`src/rtl/rtSaIdxPkg.sv`:
```
package rtSaIdxPkg;

  typedef struct packed {
    logic load;       // capture a new result set
    logic advance;    // move pointer, count index down
    logic raiseIrq;   // buffer count just ran out
    logic flagError;  // message carried an error
  } saStrobe_t;

endpackage

```
`src/rtl/rtSaTagTimer.sv`:
```
module rtSaTagTimer #(
  parameter int TICK_CYCLES = 8000,
  parameter int TAG_W       = 8
) (
  input  logic             clk,
  input  logic             rstN,
  output logic [TAG_W-1:0] tag
);

  localparam int PRE_W = (TICK_CYCLES > 1) ? $clog2(TICK_CYCLES) : 1;
  localparam logic [PRE_W-1:0] PRE_LAST = PRE_W'(TICK_CYCLES - 1);

  logic [PRE_W-1:0] preCnt;
  logic             tickNow;

  assign tickNow = (preCnt == PRE_LAST);

  always_ff @(posedge clk) begin
    if (!rstN) begin
      preCnt <= '0;
      tag    <= '0;
    end else begin
      if (tickNow) begin
        preCnt <= '0;
        tag    <= tag + 1'b1;
      end else begin
        preCnt <= preCnt + 1'b1;
      end
    end
  end

  // the tag only ever steps by one
  p_tag_step_r7: assert property (@(posedge clk) disable iff (!rstN)
    (tag != $past(tag)) |-> (tag == $past(tag) + 1'b1));

endmodule

```
`src/rtl/rtSaIdxCtrl.sv`:
```
module rtSaIdxCtrl
  import rtSaIdxPkg::*;
#(
  parameter int IDX_W = 7,
  parameter int ERR_N = 7
) (
  input  logic             msgValid,
  input  logic [IDX_W-1:0] index,
  input  logic             irqEnable,
  input  logic [ERR_N-1:0] errFlags,
  output saStrobe_t        strobe
);

  localparam logic [IDX_W-1:0] IDX_ONE = IDX_W'(1);

  logic errAny;
  logic idxLive;

  assign errAny  = |errFlags;
  assign idxLive = (index != '0);

  always_comb begin
    strobe           = '0;
    strobe.load      = msgValid;
    strobe.flagError = msgValid && errAny;
    strobe.advance   = msgValid && idxLive && !errAny;
    strobe.raiseIrq  = msgValid && !errAny && irqEnable && (index == IDX_ONE);
  end

endmodule

```
`src/rtl/rtSaIdxDpath.sv`:
```
module rtSaIdxDpath
  import rtSaIdxPkg::*;
#(
  parameter int PTR_W = 16,
  parameter int IDX_W = 7,
  parameter int WC_W  = 5,
  parameter int TAG_W = 8,
  parameter int SA_W  = 5,
  parameter int STAT_W = 16
) (
  input  logic              clk,
  input  logic              rstN,
  input  saStrobe_t         strobe,
  input  logic [SA_W-1:0]   saIn,
  input  logic [PTR_W-1:0]  ptrIn,
  input  logic [IDX_W-1:0]  idxIn,
  input  logic [WC_W-1:0]   wcIn,
  input  logic [TAG_W-1:0]  tagIn,
  output logic              resValid,
  output logic [SA_W-1:0]   resSubaddr,
  output logic [PTR_W-1:0]  ptrOut,
  output logic [IDX_W-1:0]  idxOut,
  output logic [STAT_W-1:0] statOut,
  output logic              irqOut
);

  localparam int CNT_W = WC_W + 1;
  localparam int PAD_W = STAT_W - 1 - WC_W - TAG_W;
  localparam logic [CNT_W-1:0] FULL_WORDS = CNT_W'(1 << WC_W);

  logic [CNT_W-1:0]  wordsStored;
  logic [PTR_W-1:0]  ptrNext;
  logic [IDX_W-1:0]  idxNext;
  logic [STAT_W-1:0] statNext;

  always_comb begin
    wordsStored = (wcIn == '0) ? FULL_WORDS : CNT_W'(wcIn);
    ptrNext     = strobe.advance ? (ptrIn + PTR_W'(wordsStored)) : ptrIn;
    idxNext     = strobe.advance ? (idxIn - 1'b1) : idxIn;
    statNext    = {{PAD_W{1'b0}}, strobe.flagError, wcIn, tagIn};
  end

  always_ff @(posedge clk) begin
    if (!rstN) begin
      resValid   <= 1'b0;
      irqOut     <= 1'b0;
      resSubaddr <= '0;
      ptrOut     <= '0;
      idxOut     <= '0;
      statOut    <= '0;
    end else begin
      resValid <= strobe.load;
      irqOut   <= strobe.raiseIrq;
      if (strobe.load) begin
        resSubaddr <= saIn;
        ptrOut     <= ptrNext;
        idxOut     <= idxNext;
        statOut    <= statNext;
      end
    end
  end

  // an exhausted buffer keeps its pointer and index
  p_frozen_ptr_r4: assert property (@(posedge clk) disable iff (!rstN)
    (strobe.load && idxIn == '0) |=> (ptrOut == $past(ptrIn) && idxOut == '0));

  // an errored message moves nothing and is flagged
  p_err_hold_r5: assert property (@(posedge clk) disable iff (!rstN)
    strobe.flagError |=> (statOut[WC_W+TAG_W] && ptrOut == $past(ptrIn)
                          && idxOut == $past(idxIn)));

  // an interrupt request comes only with a result showing an empty buffer
  p_irq_empty_r8: assert property (@(posedge clk) disable iff (!rstN)
    irqOut |-> (resValid && idxOut == '0));

  // no strobe, no result
  p_idle_quiet_r10: assert property (@(posedge clk) disable iff (!rstN)
    !strobe.load |=> (!resValid && !irqOut && $stable(ptrOut) && $stable(idxOut)));

  // a counted message lowers the index by exactly one
  p_idx_step_r2: assert property (@(posedge clk) disable iff (!rstN)
    strobe.advance |=> (idxOut == $past(idxIn) - 1'b1));

endmodule

```
`src/rtl/rtSaIndexMgr.sv`:
```
module rtSaIndexMgr
  import rtSaIdxPkg::*;
#(
  parameter int TICK_CYCLES = 8000,
  parameter int IRQ_EN_BIT  = 7
) (
  input  logic        clk,
  input  logic        rstN,
  input  logic        msgValid,
  input  logic [4:0]  msgSubaddr,
  input  logic [15:0] ctrlWord,
  input  logic [15:0] dataPtrIn,
  input  logic [4:0]  wordCount,
  input  logic [6:0]  errFlags,
  output logic        resValid,
  output logic [4:0]  resSubaddr,
  output logic [15:0] dataPtrOut,
  output logic [6:0]  indexOut,
  output logic [15:0] statusWord,
  output logic        irqReq
);

  localparam int PTR_W  = 16;
  localparam int IDX_W  = 7;
  localparam int WC_W   = 5;
  localparam int TAG_W  = 8;
  localparam int SA_W   = 5;
  localparam int ERR_N  = 7;
  localparam int STAT_W = 16;

  saStrobe_t        strobe;
  logic [TAG_W-1:0] tagNow;
  logic [IDX_W-1:0] indexField;
  logic             irqEnable;

  assign indexField = ctrlWord[IDX_W-1:0];
  assign irqEnable  = ctrlWord[IRQ_EN_BIT];

  rtSaTagTimer #(
    .TICK_CYCLES (TICK_CYCLES),
    .TAG_W       (TAG_W)
  ) u_timer (
    .clk  (clk),
    .rstN (rstN),
    .tag  (tagNow)
  );

  rtSaIdxCtrl #(
    .IDX_W (IDX_W),
    .ERR_N (ERR_N)
  ) u_ctrl (
    .msgValid  (msgValid),
    .index     (indexField),
    .irqEnable (irqEnable),
    .errFlags  (errFlags),
    .strobe    (strobe)
  );

  rtSaIdxDpath #(
    .PTR_W  (PTR_W),
    .IDX_W  (IDX_W),
    .WC_W   (WC_W),
    .TAG_W  (TAG_W),
    .SA_W   (SA_W),
    .STAT_W (STAT_W)
  ) u_dpath (
    .clk        (clk),
    .rstN       (rstN),
    .strobe     (strobe),
    .saIn       (msgSubaddr),
    .ptrIn      (dataPtrIn),
    .idxIn      (indexField),
    .wcIn       (wordCount),
    .tagIn      (tagNow),
    .resValid   (resValid),
    .resSubaddr (resSubaddr),
    .ptrOut     (dataPtrOut),
    .idxOut     (indexOut),
    .statOut    (statusWord),
    .irqOut     (irqReq)
  );

endmodule

```
`config.mk`:
```
export PLATFORM = sky130hd
export DESIGN_NAME = rtSaIndexMgr
export DESIGN_NICKNAME = d
export VERILOG_FILES = /design/src/rtl/rtSaIdxPkg.sv /design/src/rtl/rtSaTagTimer.sv /design/src/rtl/rtSaIdxCtrl.sv /design/src/rtl/rtSaIdxDpath.sv /design/src/rtl/rtSaIndexMgr.sv
export SDC_FILE = /design/constraint.sdc
export NUM_CORES = 1
export LEC_CHECK = 0
export CAP_MARGIN = 30
export CORE_MARGIN = 2
export CORE_UTILIZATION = 50
export CTS_BUF_LIST = sky130_fd_sc_hd__clkbuf_4 sky130_fd_sc_hd__clkbuf_8 sky130_fd_sc_hd__clkbuf_16
export CTS_CLUSTER_SIZE = 10
export DETAILED_ROUTE_END_ITERATION = 10
export GPL_TIMING_DRIVEN = 1
export PLACE_DENSITY_LB_ADDON = 0.1
export SLEW_MARGIN = 10
export SYNTH_ARGS = -nofsm -noshare
export SYNTH_HDL_FRONTEND = slang
export SYNTH_SLANG_ARGS = --single-unit
```
`constraint.sdc`:
```
create_clock -name clk -period 5.19 [get_ports clk]
set_input_delay 0.7785 -clock clk [delete_from_list [all_inputs] [get_ports clk]]
set_output_delay 0.7785 -clock clk [all_outputs]
set_load 0.01 [all_outputs]
```
Word-level counts from Yosys, hierarchy flattened
Index checks and enable logic that the tools add are counted.
{ "op_classes": {"add_sub_neg": 4, "eq_ne": 2, "muxes": 3, "bitwise_logic": 1, "n_reduce_logical": 11} }
{ "ops": {"columns": ["operator", "count"], "rows": [
  ["$add 16x6->16", 1],
  ["$mux 16", 1],
  ["$add 13x1->13 const B", 1],
  ["$eq 13x13->1 const B", 1],
  ["$add 8x1->8 const B", 1],
  ["$eq 7x1->1 const B", 1],
  ["$mux 7", 1],
  ["$reduce_bool 7->1", 1],
  ["$reduce_or 7->1", 1],
  ["$sub 7x1->7 const B", 1],
  ["$logic_and 1x1->1", 6],
  ["$mux 6", 1],
  ["$logic_not 5->1", 1],
  ["$reduce_or 2->1", 1],
  ["$logic_not 1->1", 1],
  ["$not 1->1", 1]
]} }
{ "totals": {"reg_bits": 65, "input_bits": 52, "out_inout_bits": 46, "wordCells": 29} }

Depth between registers and ports, before layout
Gate-level depths: netlist (run 1).
{ "logic_depth": {"ltp_word": 5, "ltp_mapped": 8, "depth_no_buf": 8} }

Cells and area by module
Synthesis (run 1) repeated with hierarchy kept, for this count alone.
{ "unflattened": {"cells_unflattened": 356, "hier_area_um2": 3219.3} }
{ "modules_own_cells": {"columns": ["module", "n_inst", "cells_per_inst", "area_per_inst_um2", "seq_area_each_um2"], "rows": [
  ["rtSaIdxDpath", 1, 246, 2218.4, 880.8],
  ["rtSaTagTimer", 1, 99, 915.9, 420.4],
  ["rtSaIdxCtrl", 1, 11, 85.1, 0.0]
]} }

Least setup slack after synthesis (run 1)
OpenSTA, ideal clock, no wires.
{ "synth_path": {"path_kind": "input to register", "start": "in wordCount[1]", "end": "reg u_dpath.ptrOut[15]", "setup_time_ns": 0.123, "arrival_time_ns": 2.427, "required_time_ns": 5.067, "setup_slack_ns": 2.640, "path_stages": 7, "cell_sequence": "or4_1 > nor2_1 > ha_1 > a21oi_1 > a21oi_1 > a311oi_1 > nor3_1"} }
{ "synth_via": {"elab_chain_len": 4} }
{ "synth_rtl": {"columns": ["element", "line", "text"], "rows": [
  ["start, declared", "rtSaIndexMgr.sv:13", "input logic [4:0] wordCount,"],
  ["$logic_not 5->1", "rtSaIdxDpath.sv:37", "wordsStored = (wcIn == '0) ? FULL_WORDS : CNT_W'(wcIn);"],
  ["$mux 6 *", "rtSaIdxDpath.sv:37", null],
  ["$add 16x6->16 *", "rtSaIdxDpath.sv:38", "ptrNext = strobe.advance ? (ptrIn + PTR_W'(wordsStored)) : ptrIn;"],
  ["$mux 16 *", "rtSaIdxDpath.sv:38", null],
  ["end signal, assigned", "rtSaIdxDpath.sv:56", "ptrOut <= ptrNext;"],
  ["end, declared", "rtSaIdxDpath.sv:21", "output logic [PTR_W-1:0] ptrOut,"]
]} }
Every way passes the cells marked *; elsewhere a longest branch is shown, timed or not.
A chain may end at the register's enable or synchronous reset.

Worst setup path after layout (run 1)
Same ends and word-level chain as after synthesis.

==> impl_metrics.py, run 1 <==
metrics = {
    "clock_tree": {
        "cts_resized": 0,
        "insertion_delay_ps": 350,
        "cts.path.max_buffers": 2,
        "clock-root-buffer": "clkbuf_8",
        "cts_tree": "yes",
        "clock-sinks": 65,
        "hold_buffers": 0,
        "htreeDepth": 3,
        "path_clk_slew_ps": 70,
        "post-cts-setup-buffers": 0,
        "cts_made_buffers": 9,
    },
    "floorplanning": {
        "die_w_um": 83.4,
        "start_util_pct": 52.3,
        "ios": 98,
        "die_y_um": 83.4,
        "rows": 28,
        "dieArea_um2": 6960,
        "coreArea_um2": 6030,
    },
    "routing": {
        "wirelength_um": 7210,
        "ant_nets": 0,
        "drt_iter0_markers": 121,
        "wl_per_cell_um": 14.2,
        "vias": 2736,
        "drc": 0,
        "firstDrtPassIters": 4,
        "via_per_inst": 5.39,
    },
    "sta": {
        "drv_slew": 0,
        "fin_crit_sh_pct": 57.6,
        "hold_violations": 0,
        "min_period_ps": 2990,
        "clock.fmax_ghz": 0.334,
        "whs_ps": 474,
        "setup_viol_count_final": 0,
        "tightest_slew_ps": 751,
        "relSlewSlack_pct": 49.8,
        "setup_tns_ps": 0,
        "fin_ws_ps": 2200,
        "rsz0062_at_grt": "no",
        "skew_ps": 6.70,
    },
    "power_and_ir_drop": {
        "p_leak_nw": 1.64,
        "vdd_ir_drop_max_mv": 0.235,
        "cellPowerDensity_nw_per_um2": 268,
        "total_power_mw": 1.14,
    },
    "final_layout": {
        "post-route-cell-area_um2": 4260,
        "final_util_pct": 70.7,
        "mostFrequentLayoutCell": "clkdlybuf4s50_1",
        "diodes": 0,
        "final_cell_mix": "86 x clkdlybuf4s50_1, 65 x dfxtp_1, 56 x nor2_1",
        "final_layout_size_suffix_gt1_share_pct": 6.70,
        "syn_to_final_growth_pct": 35.0,
        "stdcell_count": 508,
        "num-nets-final": 492,
    },
    "setup_path": {
        "arrival_ps": 3230,
        "cp-start-kind": "input pin",
        "critPathRequiredTime_ps": 5430,
        "endpoint_kind": "flop",
        "worstSetupPathType": "in2reg",
        "cp_max_fo": 5,
    },
    "placement": {
        "dp_hpwl_um": 5080,
        "place_congestion": 0.837,
        "dp.cells": 492,
        "place_area_um2": 4050,
        "numPortBuffers": 87,
        "pre_cts_ws_ps": 1880,
    },
    "worst_hold_path": {
        "hold_class": "reg2reg",
    },
    "synth": {
        "synth_cells": 348,
        "synth_cell_type_count": 45,
        "ys_ff_latch": 65,
        "yosysWarningCount": 0,
        "async_reset_ff_share_pct": 0,
        "avgSynthCellArea_um2": 9.06,
        "synth_edf_count": 0,
        "syn_area_um2": 3150,
        "synth-seq-area-share_pct": 41.3,
        "synth_top_flop_cell": "dfxtp_1",
    },
    "grt": {
        "grt_antenna_before_repair": 0,
        "grt_util_all_layers_pct": 21.2,
        "gr-total-overflow": 0,
        "grt_pass1_wl_um": 12100,
        "grt_max_degree": 66,
        "grt_pass1_vias": 2672,
    },
    "run": {
        "drv_cap": 0,
    },
    "run_status": {
        "outcome": "finished, final reports clean",
    },
}
report_power, final:
group          internal (mW)  switching (mW)
clock network          0.235           0.208
logic                 0.0922          0.0785
registers              0.518          0.0106
Yosys cell counts (4+ instances only):
master | n | area, um2
xnor2_1 | 16 | 140
and3_1 | 4 | 25.0
dfxtp_1 | 65 | 1300
ha_1 | 11 | 138
o21ai_0 | 21 | 105
nor2_1 | 56 | 210
nor3_1 | 6 | 30.0
inv_1 | 8 | 30.0
a211oi_1 | 6 | 45.0
nand4_1 | 7 | 43.8
mux2i_1 | 21 | 210
clkbuf_1 | 15 | 56.3
xor2_1 | 17 | 149
nand3_1 | 12 | 60.1
a21oi_1 | 17 | 85.1
nand2_1 | 18 | 67.6
cells by family (layout without fill, tap and decap cells):
kind of cell               Yosys count  in the layout  synth area share (%)
AOI/OAI and AO/OA                   61             61                  12.5
xor gates and xnor gates            33             33                  9.16
adders and majority gates           12             12                  5.00
buffers and inverters               29            113                  4.09
DFF                                 65             65                  41.3
muxes                               22             22                  7.02
other                                1              2                 0.119
and+or+nand+nor                    125            125                  20.8
critical path: stages:
cell             delay [ps]
clkdlybuf4s50_1         480
or4_1                   540
nor2_1                  140
ha_1                    290
a21oi_1                 440
a21oi_1                 160
a311oi_1                300
nor3_1                   80
per-layer routing:
metal	global-route usage (%)	wire length, um
met3	5.86	493
met4	9.68	150
met5	0	0
met2	34.2	3330
met1	26.3	3240
worst paths after layout:
check / startpoint / to / slack [ps] / cells past startpoint
max reg2reg: u_timer.preCnt[6]$_SDFF_PP0_ / u_timer.preCnt[11]$_SDFF_PP0_ / 3130 / 4
min reg2reg: u_timer.preCnt[0]$_SDFF_PP0_ / u_timer.preCnt[0]$_SDFF_PP0_ / 470 / 1
max: wordCount[1] / u_dpath.ptrOut[15]$_SDFFE_PN0P_ / 2200 / 8
min: u_timer.preCnt[0]$_SDFF_PP0_ / u_timer.preCnt[0]$_SDFF_PP0_ / 470 / 1
area by class of cell:
class | count | area [um2]
tap | 75 | 93.8
inverter | 8 | 30.0
fill | 474 | 1770
sequential | 65 | 1300
timing repair buffer | 89 | 901
clock buffer | 10 | 138
clock inverter | 6 | 67.6
multi-input combinational | 255 | 1730
registers in the layout (all words and copies together), names as in the netlist:
name and flops:
u_dpath.ptrOut 16, u_dpath.statOut 14, u_timer.preCnt 13, u_timer.tag 8, u_dpath.idxOut 7, u_dpath.resSubaddr 5, u_dpath.irqOut 1, u_dpath.resValid 1
(Power assumes the default switching activity.)
==> inputs of run 2 (changes only) <==
--- a/config.mk
+++ b/config.mk
@@ -7,7 +7,7 @@
 export LEC_CHECK = 0
 export CAP_MARGIN = 30
 export CORE_MARGIN = 2
-export CORE_UTILIZATION = 50
+export CORE_UTILIZATION = 47
 export CTS_BUF_LIST = sky130_fd_sc_hd__clkbuf_4 sky130_fd_sc_hd__clkbuf_8 sky130_fd_sc_hd__clkbuf_16
 export CTS_CLUSTER_SIZE = 10
 export DETAILED_ROUTE_END_ITERATION = 10
==> constraint.sdc (replaced) <==
create_clock -name clk -period 2.8 [get_ports clk]
set_input_delay 0.42 -clock clk [delete_from_list [all_inputs] [get_ports clk]]
set_output_delay 0.42 -clock clk [all_outputs]
set_load 0.01 [all_outputs]
==> impl_metrics.py, run 2 (same netlist as run 1, synthesis figures left out) <==
metrics = {
    "sta": {
        "rsz0062_at_grt": "no",
        "setup_tns_ps": 0,
        "tightest_slew_ps": 626,
        "clock.fmax_ghz": 0.409,
        "fin_crit_sh_pct": 87.4,
        "drv_slew": 0,
        "setup_viol_count_final": 0,
        "hold_violations": 0,
        "min_period_ps": 2450,
        "skew_ps": 3.79,
        "relSlewSlack_pct": 57.9,
    },
    "setup_path": {
        "arrival_ps": 2700,
        "worstSetupPathType": "in2reg",
        "critPathRequiredTime_ps": 3050,
        "endpoint_kind": "flop",
        "cp-start-kind": "input pin",
        "cp_max_fo": 5,
    },
    "routing": {
        "firstDrtPassIters": 4,
        "ant_nets": 0,
        "via_per_inst": 5.30,
        "drt_iter0_markers": 88,
        "wirelength_um": 7220,
        "vias": 2762,
        "wl_per_cell_um": 13.9,
        "drc": 0,
    },
    "worst_hold_path": {
        "hold_class": "reg2reg",
    },
    "final_layout": {
        "nFillCells": 574,
        "final_cell_mix": "86 x clkdlybuf4s50_1, 65 x dfxtp_1, 56 x nor2_1",
        "syn_to_final_growth_pct": 36.0,
        "mostFrequentLayoutCell": "clkdlybuf4s50_1",
        "diodes": 0,
        "reg_top3": "u_dpath.ptrOut (16), u_dpath.statOut (14), u_timer.preCnt (13)",
        "seq_area_um2": 1300,
        "largest_register": "u_dpath.ptrOut",
        "final_layout_size_suffix_gt1_share_pct": 9.01,
        "num-nets-final": 503,
        "multiInputGateArea_um2": 1730,
        "post-route-cell-area_um2": 4290,
        "largest_reg_flops": 16,
    },
    "clock_tree": {
        "cts_made_buffers": 9,
        "clock-root-buffer": "clkbuf_8",
        "cts.path.max_buffers": 2,
        "path_clk_slew_ps": 70,
        "htreeDepth": 3,
        "post-cts-setup-buffers": 0,
        "cts_resized": 0,
        "insertion_delay_ps": 340,
        "hold_buffers": 0,
        "clock-sinks": 65,
        "cts_tree": "yes",
    },
    "grt": {
        "grt_max_degree": 43,
        "gr-total-overflow": 0,
        "grt_pass1_vias": 2672,
        "grt_pass1_wl_um": 12200,
        "grt_antenna_before_repair": 0,
        "grt_util_all_layers_pct": 20.8,
    },
    "floorplanning": {
        "ios": 98,
        "coreArea_um2": 6420,
        "die_w_um": 85.9,
        "start_util_pct": 49.1,
        "dieArea_um2": 7380,
        "rows": 29,
        "die_y_um": 85.9,
    },
    "placement": {
        "place_congestion": 0.827,
        "dp_hpwl_um": 5230,
        "numPortBuffers": 87,
        "place_area_um2": 4120,
    },
    "power_and_ir_drop": {
        "p_leak_nw": 1.67,
        "vdd_ir_drop_max_mv": 0.399,
        "cellPowerDensity_nw_per_um2": 465,
    },
    "run_status": {
        "outcome": "finished, final reports clean",
    },
    "run": {
        "drv_cap": 0,
    },
}
==> run 2: per-stage QoR <==
step	worst slack (ps)	hold slack (ps)	util [%]	total power [mW]	instances
global route	244	499	66.8	2.10	521
finish	353	460	66.8	2.00	521
detailed placement	43.4	450	64.1	1.32	505
CTS	377	467	66.8	2.02	521
floorplan	608	430	-	1.15	349
global placement	41.9	443	64.1	1.32	505
==> run 2: cell type report <==
type	instances	area share [%]
Multi-Input combinational cell	255	40.3
Sequential cell	65	30.3
Timing Repair Buffer	100	22.5
Clock buffer	9	2.89
Tap cell	77	2.25
Clock inverter	7	1.11
Inverter	8	0.700
==> run 2: final timing paths <==
check | start | endpoint | slack (ps) | cells after the start
min reg2reg | u_timer.preCnt[0]$_SDFF_PP0_ | u_timer.preCnt[0]$_SDFF_PP0_ | 460 | 1
max | dataPtrIn[0] | u_dpath.ptrOut[6]$_SDFFE_PN0P_ | 350 | 8
max reg2reg | u_timer.preCnt[7]$_SDFF_PP0_ | u_timer.preCnt[5]$_SDFF_PP0_ | 760 | 4
min | u_timer.preCnt[0]$_SDFF_PP0_ | u_timer.preCnt[0]$_SDFF_PP0_ | 460 | 1
==> run 2: report_power, final <==
group	total, mW	internal [mW]	switching, mW
logic	0.324	0.177	0.147
clock network	0.692	0.318	0.374
registers	0.980	0.961	0.0190
total	2.00	1.46	0.540
==> run 2: metal layers <==
metal  part of all wire, %  vias to the layer above  wire length [um]  global-route usage, %
met2                    45                       74              3270                   31.7
met3                   6.8                        9               491                   6.45
li1                      -                     1413                 -                      -
met4                   1.5                        0               110                   9.52
met5                     0                        -                 0                      0
met1                    46                     1266              3350                   27.0
==> run 2: critical path, stage by stage <==
cell and delay [ps]:
clkdlybuf4s50_1 420, ha_1 230, fa_1 390, a211oi_1 320
o21ai_0 310, nor3b_1 240, xnor2_1 140, a211oi_1 230
